===== src/rtl/txring_pkg.sv =====
package txring_pkg;
   typedef enum logic [2:0] {
      ST_STOPPED   = 3'd0,
      ST_FETCH     = 3'd1,
      ST_CHECK_OWN = 3'd2,
      ST_WAIT_TX   = 3'd3,
      ST_WRITEBACK = 3'd4,
      ST_SUSPENDED = 3'd5
   } eng_state_t;

   localparam int SB_DONE  = 0;
   localparam int SB_HALT  = 1;
   localparam int SB_NOBUF = 2;
   localparam int SB_W     = 3;
endpackage


===== src/rtl/txring_poll_timer.sv =====
module txring_poll_timer #(
   parameter int TW = 16
) (
   input  logic          clk,
   input  logic          rst_n,
   input  logic          active,
   input  logic [TW-1:0] interval,
   output logic          expire
);
   localparam logic [TW-1:0] ONE = TW'(1);

   logic [TW-1:0] cnt_q;

   always_ff @(posedge clk or negedge rst_n) begin
      if (!rst_n)
         cnt_q <= '0;
      else if (!active)
         cnt_q <= interval;
      else if (cnt_q != '0)
         cnt_q <= cnt_q - ONE;
   end

   assign expire = active && (cnt_q == ONE);

   AST_TMR_ZERO_SILENT: assert property (@(posedge clk) disable iff (!rst_n)
      (active && cnt_q == '0) |=> !expire);
endmodule


===== src/rtl/txring_status.sv =====
module txring_status #(
   parameter int N = 3
) (
   input  logic         clk,
   input  logic         rst_n,
   input  logic [N-1:0] set_i,
   input  logic [N-1:0] clr_i,
   output logic [N-1:0] sts_o
);
   for (genvar b = 0; b < N; b++) begin : g_bit
      always_ff @(posedge clk or negedge rst_n) begin
         if (!rst_n)
            sts_o[b] <= 1'b0;
         else if (set_i[b])
            sts_o[b] <= 1'b1;
         else if (clr_i[b])
            sts_o[b] <= 1'b0;
      end

      AST_STICKY: assert property (@(posedge clk) disable iff (!rst_n)
         (sts_o[b] && !clr_i[b]) |=> sts_o[b]);
      AST_SET_WINS: assert property (@(posedge clk) disable iff (!rst_n)
         set_i[b] |=> sts_o[b]);
   end
endmodule


===== src/rtl/txring_ptr.sv =====
module txring_ptr #(
   parameter int AW     = 32,
   parameter int STRIDE = 16
) (
   input  logic          clk,
   input  logic          rst_n,
   input  logic          load_base,
   input  logic          advance,
   input  logic          wrap,
   input  logic [AW-1:0] base,
   output logic [AW-1:0] ptr_o
);
   localparam logic [AW-1:0] STEP = AW'(STRIDE);

   always_ff @(posedge clk or negedge rst_n) begin
      if (!rst_n)
         ptr_o <= '0;
      else if (load_base)
         ptr_o <= base;
      else if (advance)
         ptr_o <= wrap ? base : ptr_o + STEP;
   end

   AST_PTR_HOLD: assert property (@(posedge clk) disable iff (!rst_n)
      (!load_base && !advance) |=> $stable(ptr_o));
endmodule


===== src/rtl/txring_engine.sv =====
module txring_engine
   import txring_pkg::*;
#(
   parameter int AW        = 32,
   parameter int DW        = 32,
   parameter int TW        = 16,
   parameter int STAT_W    = 16,
   parameter int STRIDE    = 16,
   parameter bit AUTO_POLL = 1'b1
) (
   input  logic              clk,
   input  logic              rst_n,
   input  logic              run_en,
   input  logic              poll_dmd,
   input  logic [TW-1:0]     poll_interval,
   input  logic [AW-1:0]     ring_base,
   output logic              mem_req,
   output logic              mem_we,
   output logic [AW-1:0]     mem_addr,
   output logic [DW-1:0]     mem_wdata,
   input  logic [DW-1:0]     mem_rdata,
   input  logic              mem_ack,
   output logic              tx_req,
   output logic [STAT_W-1:0] tx_ctl,
   input  logic              tx_done,
   input  logic [STAT_W-1:0] tx_stat,
   output logic [SB_W-1:0]   sts_o,
   input  logic [SB_W-1:0]   sts_w1c,
   output logic [2:0]        eng_state
);
   localparam int OWN_BIT = DW - 1;
   localparam int EOR_BIT = DW - 2;

   if (STAT_W + 2 > DW) begin : g_bad_width
      $error("txring_engine: STAT_W leaves no room for flag bits");
   end
   if (STRIDE <= 0) begin : g_bad_stride
      $error("txring_engine: STRIDE must be positive");
   end
   if (TW < 1 || AW < 1) begin : g_bad_size
      $error("txring_engine: TW and AW must be at least 1");
   end

   eng_state_t           state_q, state_d;
   logic [DW-1:0]        desc_q;
   logic [STAT_W-1:0]    stat_q;
   logic [SB_W-1:0]      sts_set;
   logic                 poll_expire;
   logic                 load_base, advance;

   // next-state and status events
   always_comb begin
      state_d = state_q;
      sts_set = '0;
      unique case (state_q)
         ST_STOPPED:
            if (run_en) state_d = ST_FETCH;
         ST_FETCH:
            if (mem_ack) state_d = ST_CHECK_OWN;
         ST_CHECK_OWN:
            if (!run_en) begin
               state_d          = ST_STOPPED;
               sts_set[SB_HALT] = 1'b1;
            end else if (!desc_q[OWN_BIT]) begin
               state_d           = ST_SUSPENDED;
               sts_set[SB_NOBUF] = 1'b1;
            end else begin
               state_d = ST_WAIT_TX;
            end
         ST_WAIT_TX:
            if (tx_done) state_d = ST_WRITEBACK;
         ST_WRITEBACK:
            if (mem_ack) begin
               state_d          = ST_FETCH;
               sts_set[SB_DONE] = 1'b1;
            end
         ST_SUSPENDED:
            if (!run_en) begin
               state_d          = ST_STOPPED;
               sts_set[SB_HALT] = 1'b1;
            end else if (poll_dmd || poll_expire) begin
               state_d = ST_FETCH;
            end
         default:
            state_d = ST_STOPPED;
      endcase
   end

   always_ff @(posedge clk or negedge rst_n) begin
      if (!rst_n)
         state_q <= ST_STOPPED;
      else
         state_q <= state_d;
   end

   always_ff @(posedge clk or negedge rst_n) begin
      if (!rst_n) begin
         desc_q <= '0;
         stat_q <= '0;
      end else begin
         if (state_q == ST_FETCH && mem_ack)
            desc_q <= mem_rdata;
         if (state_q == ST_WAIT_TX && tx_done)
            stat_q <= tx_stat;
      end
   end

   assign load_base = (state_q == ST_STOPPED) && run_en;
   assign advance   = (state_q == ST_WRITEBACK) && mem_ack;

   txring_ptr #(.AW(AW), .STRIDE(STRIDE)) u_ptr (
      .clk       (clk),
      .rst_n     (rst_n),
      .load_base (load_base),
      .advance   (advance),
      .wrap      (desc_q[EOR_BIT]),
      .base      (ring_base),
      .ptr_o     (mem_addr)
   );

   if (AUTO_POLL) begin : g_autopoll
      txring_poll_timer #(.TW(TW)) u_timer (
         .clk      (clk),
         .rst_n    (rst_n),
         .active   (state_q == ST_SUSPENDED),
         .interval (poll_interval),
         .expire   (poll_expire)
      );
   end else begin : g_no_autopoll
      assign poll_expire = 1'b0;
   end

   txring_status #(.N(SB_W)) u_sts (
      .clk   (clk),
      .rst_n (rst_n),
      .set_i (sts_set),
      .clr_i (sts_w1c),
      .sts_o (sts_o)
   );

   assign mem_req   = (state_q == ST_FETCH) || (state_q == ST_WRITEBACK);
   assign mem_we    = (state_q == ST_WRITEBACK);
   assign mem_wdata = {1'b0, desc_q[EOR_BIT:STAT_W], stat_q};
   assign tx_req    = (state_q == ST_WAIT_TX);
   assign tx_ctl    = desc_q[STAT_W-1:0];
   assign eng_state = state_q;

   AST_NOBUF_FLAG: assert property (@(posedge clk) disable iff (!rst_n)
      (state_q == ST_CHECK_OWN && run_en && !desc_q[OWN_BIT])
      |=> (state_q == ST_SUSPENDED && sts_o[SB_NOBUF]));
   AST_RESUME_SAME: assert property (@(posedge clk) disable iff (!rst_n)
      (state_q == ST_SUSPENDED && run_en && poll_dmd)
      |=> (state_q == ST_FETCH && $stable(mem_addr)));
   AST_HALT_FLAG: assert property (@(posedge clk) disable iff (!rst_n)
      (state_q == ST_SUSPENDED && !run_en)
      |=> (state_q == ST_STOPPED && sts_o[SB_HALT]));
   AST_DONE_AFTER_WB: assert property (@(posedge clk) disable iff (!rst_n)
      $rose(sts_o[SB_DONE]) |-> $past(state_q == ST_WRITEBACK && mem_ack));
   AST_WB_TO_FETCH: assert property (@(posedge clk) disable iff (!rst_n)
      (state_q == ST_WRITEBACK && mem_ack) |=> (state_q == ST_FETCH && mem_req));
   AST_TX_HOLD: assert property (@(posedge clk) disable iff (!rst_n)
      (state_q == ST_WAIT_TX && !tx_done) |=> (tx_req && $stable(tx_ctl)));
endmodule


===== config.mk =====
export PLATFORM = sky130hd
export DESIGN_NAME = txring_engine
export DESIGN_NICKNAME = d
export VERILOG_FILES = /design/src/rtl/txring_pkg.sv /design/src/rtl/txring_poll_timer.sv /design/src/rtl/txring_status.sv /design/src/rtl/txring_ptr.sv /design/src/rtl/txring_engine.sv
export SDC_FILE = /design/constraint.sdc
export NUM_CORES = 1
export LEC_CHECK = 0
export ABC_AREA = 1
export BUFFER_PORTS_ARGS = -buffer_cell sky130_fd_sc_hd__buf_4
export CAP_MARGIN = 30
export CORE_UTILIZATION = 51
export CTS_CLUSTER_DIAMETER = 120
export CTS_CLUSTER_SIZE = 20
export DETAILED_ROUTE_END_ITERATION = 10
export GPL_TIMING_DRIVEN = 0
export PLACE_DENSITY = 0.83
export SLEW_MARGIN = 40
export SYNTH_ARGS = -nofsm -noshare
export SYNTH_HDL_FRONTEND = slang
export SYNTH_SLANG_ARGS = --single-unit

===== constraint.sdc =====
create_clock -name clk -period 1.9 [get_ports clk]
set_input_delay 0.38 -clock clk [delete_from_list [all_inputs] [get_ports clk]]
set_output_delay 0.38 -clock clk [all_outputs]
set_load 0.02 [all_outputs]

# Word-level counts from Yosys, hierarchy flattened
# Index checks and enable logic that the tools add are counted.
[op_classes] add_sub_neg=2 eq_ne=12 n_mux=27 n_reduce_logical=15
[op_table] op="$mux 32" count=3
[op_table] op="$add 32x5->32 const B" count=1
[op_table] op="$mux 16" count=2
[op_table] op="$mux 3" count=8
[op_table] op="$pmux 3 s6" count=1
[op_table] op="$eq 16x1->1 const B" count=1
[op_table] op="$reduce_bool 16->1" count=1
[op_table] op="$sub 16x1->16 const B" count=1
[op_table] op="$mux 1" count=13
[op_table] op="$reduce_bool 2->1" count=4
[op_table] op="$eq 3x2->1 const B" count=2
[op_table] op="$eq 3x3->1 const B" count=2
[op_table] op="$ne 2x2->1 const B" count=3
[op_table] op="$logic_and 1x1->1" count=5
[op_table] op="$reduce_and 5->1" count=1
[op_table] op="$ne 2x1->1 const B" count=2
[op_table] op="$eq 3x1->1 const B" count=1
[op_table] op="$logic_not 3->1" count=1
[op_table] op="$ne 3x3->1 const B" count=1
[op_table] op="$logic_or 1x1->1" count=2
[op_table] op="$reduce_or 2->1" count=1
[totals] reg_bits=102 inputBits=105 output_inout_bits=89 word_cells=64

# Depth between registers and ports, before layout
[logic_depth] depth_word=6 ltp_mapped=10 depth_no_buf=10

# Hierarchy
# A second synthesis with hierarchy kept.
[unflattened] hier_cells=838 area_unflattened_um2=5938.2
[by_module_without_submodules] module="txring_engine" instances=1 cells_per_inst=292 area_each_um2=2448.6 seq_area_each_um2=1276.2
[by_module_without_submodules] module="txring_ptr" instances=1 cells_per_inst=344 area_each_um2=2217.1 seq_area_each_um2=800.8
[by_module_without_submodules] module="txring_poll_timer" instances=1 cells_per_inst=187 area_each_um2=1152.4 seq_area_each_um2=400.4
[by_module_without_submodules] module="txring_status" instances=1 cells_per_inst=15 area_each_um2=120.1 seq_area_each_um2=75.1

# Worst setup path after synthesis
# Ideal clock, no wire load.
[synth_timing] path_kind="reg-to-reg" startpoint="register state_q[1] (netlist: eng_state[1])" endpoint="register stat_q[10]" setup_ns=0.125 t_arrival_ns=1.564 required_time_ns=1.775 setup_slack_ns=0.211 stages_incl_launch_ff=6 n_path_buf=1 cell_sequence="dfrtp_1 inv_2 nor3_4 nand2_4 buf_6 mux2_4"
[synth_between] elab_chain_cells=2
[synth_rtl] item="from (decl)" line_no="txring_engine.sv:44" text="eng_state_t state_q, state_d;"
[synth_rtl] item="from (signal assigned)" line_no="txring_engine.sv:93" text="state_q <= state_d;"
[synth_rtl] item="$eq 3x2->1"
[synth_rtl] item="via tx_req" line_no="txring_engine.sv:23" text="output logic tx_req,"
[synth_rtl] item="$logic_and 1x1->1" line_no="txring_engine.sv:103" text="if (state_q == ST_WAIT_TX && tx_done)"
[synth_rtl] item="to (signal assigned)" line_no="txring_engine.sv:104" text="stat_q <= tx_stat;"
[synth_rtl] item="to (decl)" line_no="txring_engine.sv:46" text="logic [STAT_W-1:0] stat_q;"
# The timed path passes the listed nets, and every way through them passes these cells.
# A chain may end at the register's enable or synchronous reset.

# Worst setup path in the final report
[layout_timing] startpoint="register state_q[1] (netlist: eng_state[1])" endpoint="output port tx_req"
[layout_between] elab_chain_cells=1
[layout_rtl] item="$eq 3x2->1" line_no="txring_engine.sv:144" text="assign tx_req = (state_q == ST_WAIT_TX);"
[layout_rtl] item="to (decl)" line_no="txring_engine.sv:23"
# No other way between the ends.

==> impl_metrics.csv <==
group,metric,value,unit
status,run_status,"completed",
clocking,clkTransAtPathRegs,0.07,ns
sta,hold_violations,0,
sta,period_minus_slack,1.78,ns
final_layout,finalInstanceArea,7750,sq um
place,gp_congestion,0.901,
clocking,clock-sinks,102,
clocking,clk_latency,0.34,ns
die,die_area,11700,sq um
critical_path,path_class,"reg2out",
pwr,p_per_area,1530,nW/um^2
critical_path,start_kind,"register",
final_layout,fin_nets,1016,
critical_path,path_cells,"inv_2, nor3_4, buf_4",
critical_path,cp-end-kind,"primary output",
sta,setup_viol,0,
critical_path,startpoint,"eng_state[1]",
place,place_area,7390,sq um
detailed_routing,via_per_inst,5.06,
global_routing,grt_usage,0.253,
die,start_util,0.527,
logic_synthesis,synth_top_area_frac,0.443,
global_routing,gr-total-overflow,0,
place,place_ws,0.193,ns
global_routing,grt_max_degree,103,
sta,drv_slew,0,
sta,max_freq,0.563,GHz
detailed_routing,routed_wirelength,14400,um
clocking,cts_root_buf,"clkbuf_16",
global_routing,grt_pass1_vias,4954,
die,die_x,108,um
pwr,p_leak,3.94,nW
critical_path,critPathTopFamily,"flip-flops",
sta,rsz0062_at_grt,"yes",
logic_synthesis,ys_types,33,
min_path,hold_start,"sts_w1c[1]",
critical_path,r2r-start,"g_autopoll.u_timer.cnt_q[8]",
critical_path,critPathSlowestCell,"dfrtp_1",
logic_synthesis,synth_area,5770,sq um
min_path,min_path_type,"in2reg",
final_layout,drive_gt1_frac,0.361,
critical_path,cp.required,1.52,ns
clocking,cts_buffers,9,
critical_path,crit_path_max_fanout,4,
logic_synthesis,synth_top_cell_by_area,"dfrtp_1",
die,die_y,108,um
critical_path,timing.critical_path.buf_inv,2,
place,numPortBuffers,192,
job,cap_violations,0,
detailed_routing,drc,0,
critical_path,critPathMaxStageDelay,0.48,ns
logic_synthesis,syn_area_per_cell,8.22,sq um
detailed_routing,wl_per_cell,13.6,um
critical_path,arrival,1.40,ns
place,place_hpwl,10800,um
final_layout,mostFrequentLayoutCell,"buf_4",
logic_synthesis,synth_cells,702,
final_layout,area_growth,34.4,%
detailed_routing,antenna_left,0,
final_layout,diodes,0,
sta,fin_worst_skew,0.00747,ns
global_routing,grt_pass1_wl,23000,um
sta,post-route-period-util,0.935,
logic_synthesis,synth_warnings,0,
clocking,ctsHtreeMaxLevel,3,
die,io-pin-count,194,
logic_synthesis,ys_ff_latch,102,
logic_synthesis,ys_seq_area_frac,0.443,
pwr,ir_drop,913,uV
logic_synthesis,syn_nets,811,
logic_synthesis,synth.area.top_cells,"dfrtp_1 (44%), nand2_1 (12%), mux2_2 (7.0%)",
die,rows,38,
detailed_routing,drtIter0Drc,299,
detailed_routing,dr.pass1.iters,5,
sta,fin_ws,0.123,ns
global_routing,antenna_found_initial,0,
clocking,cts_tree,"done",
die,core-area,10900,sq um
detailed_routing,via_count,5324,
final_layout,layout_common_cells,"buf_4 (228), nand2_1 (187), dfrtp_1 (102), inv_1 (75), nor2_1 (75)",
clocking,clockBufferDepth,2,
[registers in the layout, indices dropped and copies added, names as in the netlist]
signal and cells:
g_autopoll.u_timer.cnt_q 16, eng_state 3, u_sts.sts_o 3, stat_q 16, u_ptr.ptr_o 32, desc_q 32
[synthesized netlist by cell type (all sizes together)]
cell,number
nand2,194
dfrtp,102
nor2,83
inv,81
buf,47
mux2,46
nand3,45
o21ai,40
a21oi,10
o211ai,9
o22ai,9
xor2,7
nand4,6
xnor2,5
ha,4
o21a,4
a31oi,2
nand3b,2
nor3,2
or2,2
and3b,1
conb,1
[logic make-up after synthesis]
family | after synthesis | synth area share
AOI/OAI and AO/OA | 74 | 0.0722
xor gates and xnor gates | 12 | 0.0182
adders and majority gates | 4 | 0.00868
buffers and inverters | 128 | 0.114
DFF | 102 | 0.443
muxes | 46 | 0.0963
other | 1 | 0.000650
and+or+nand+nor | 335 | 0.248
[per-layer routing]
layer | global-route usage | share of wire | wire length (um) | vias to the layer above
met4 | 0.0782 | 0.018 | 254 | 0
met1 | 0.314 | 0.40 | 5760 | 2463
met5 | 0 | 0 | 0 | -
li1 | - | - | - | 2622
met2 | 0.440 | 0.50 | 7210 | 219
met3 | 0.0524 | 0.079 | 1130 | 20
[metrics by stage]
step / utilization / setup TNS, ns / total power, mW / instances / hold slack, ns
2_1_floorplan: - / 0 / 7.69 / 702 / 0.0844
3_3_place_gp: 0.675 / 0 / 9.80 / 1034 / 0.441
3_5_place_dp: 0.676 / 0 / 9.96 / 1034 / 0.460
4_1_cts: 0.705 / 0 / 12.0 / 1050 / 0.105
5_1_grt: 0.709 / -0.0114 / 12.7 / 1052 / 0.224
6_report: 0.709 / 0 / 11.9 / 1052 / 0.221
[area by class of cell]
type	count	area [sq um]
Clock buffer	11	253
Clock inverter	5	63.8
Tap cell	140	175
Timing Repair Buffer	194	1490
Fill cell	890	3180
Inverter	81	304
Multi-Input combinational cell	472	2560
Buffer	47	353
Sequential cell	102	2550
[timing repair]
action,4_1_cts,5_1_grt
gates resized for setup,0,1
setup endpoints to repair,0,3
endpoints found under the hold margin,0,34
hold buffers,0,1
setup buffers,0,0
[final timing paths]
kind | end | slack, ns | cells after the start
min in group asynchronous | desc_q[24] | 0.50 | 2
worst min-delay path | u_sts.sts_o[1] | 0.22 | 2
worst max-delay path | tx_req | 0.12 | 3
max in group asynchronous | g_autopoll.u_timer.cnt_q[5] | 0.79 | 3
worst min register to register | u_sts.sts_o[2] | 0.47 | 1
worst max register to register | g_autopoll.u_timer.cnt_q[3] | 0.16 | 7
[power breakdown]
part           internal [mW]  total, mW  switching [mW]
clock network           1.11       1.93           0.827
logic                   2.87       5.97            3.10
registers               3.13       3.96           0.838
total                   7.11       11.9            4.77
Power figures use the tool's default switching activity.
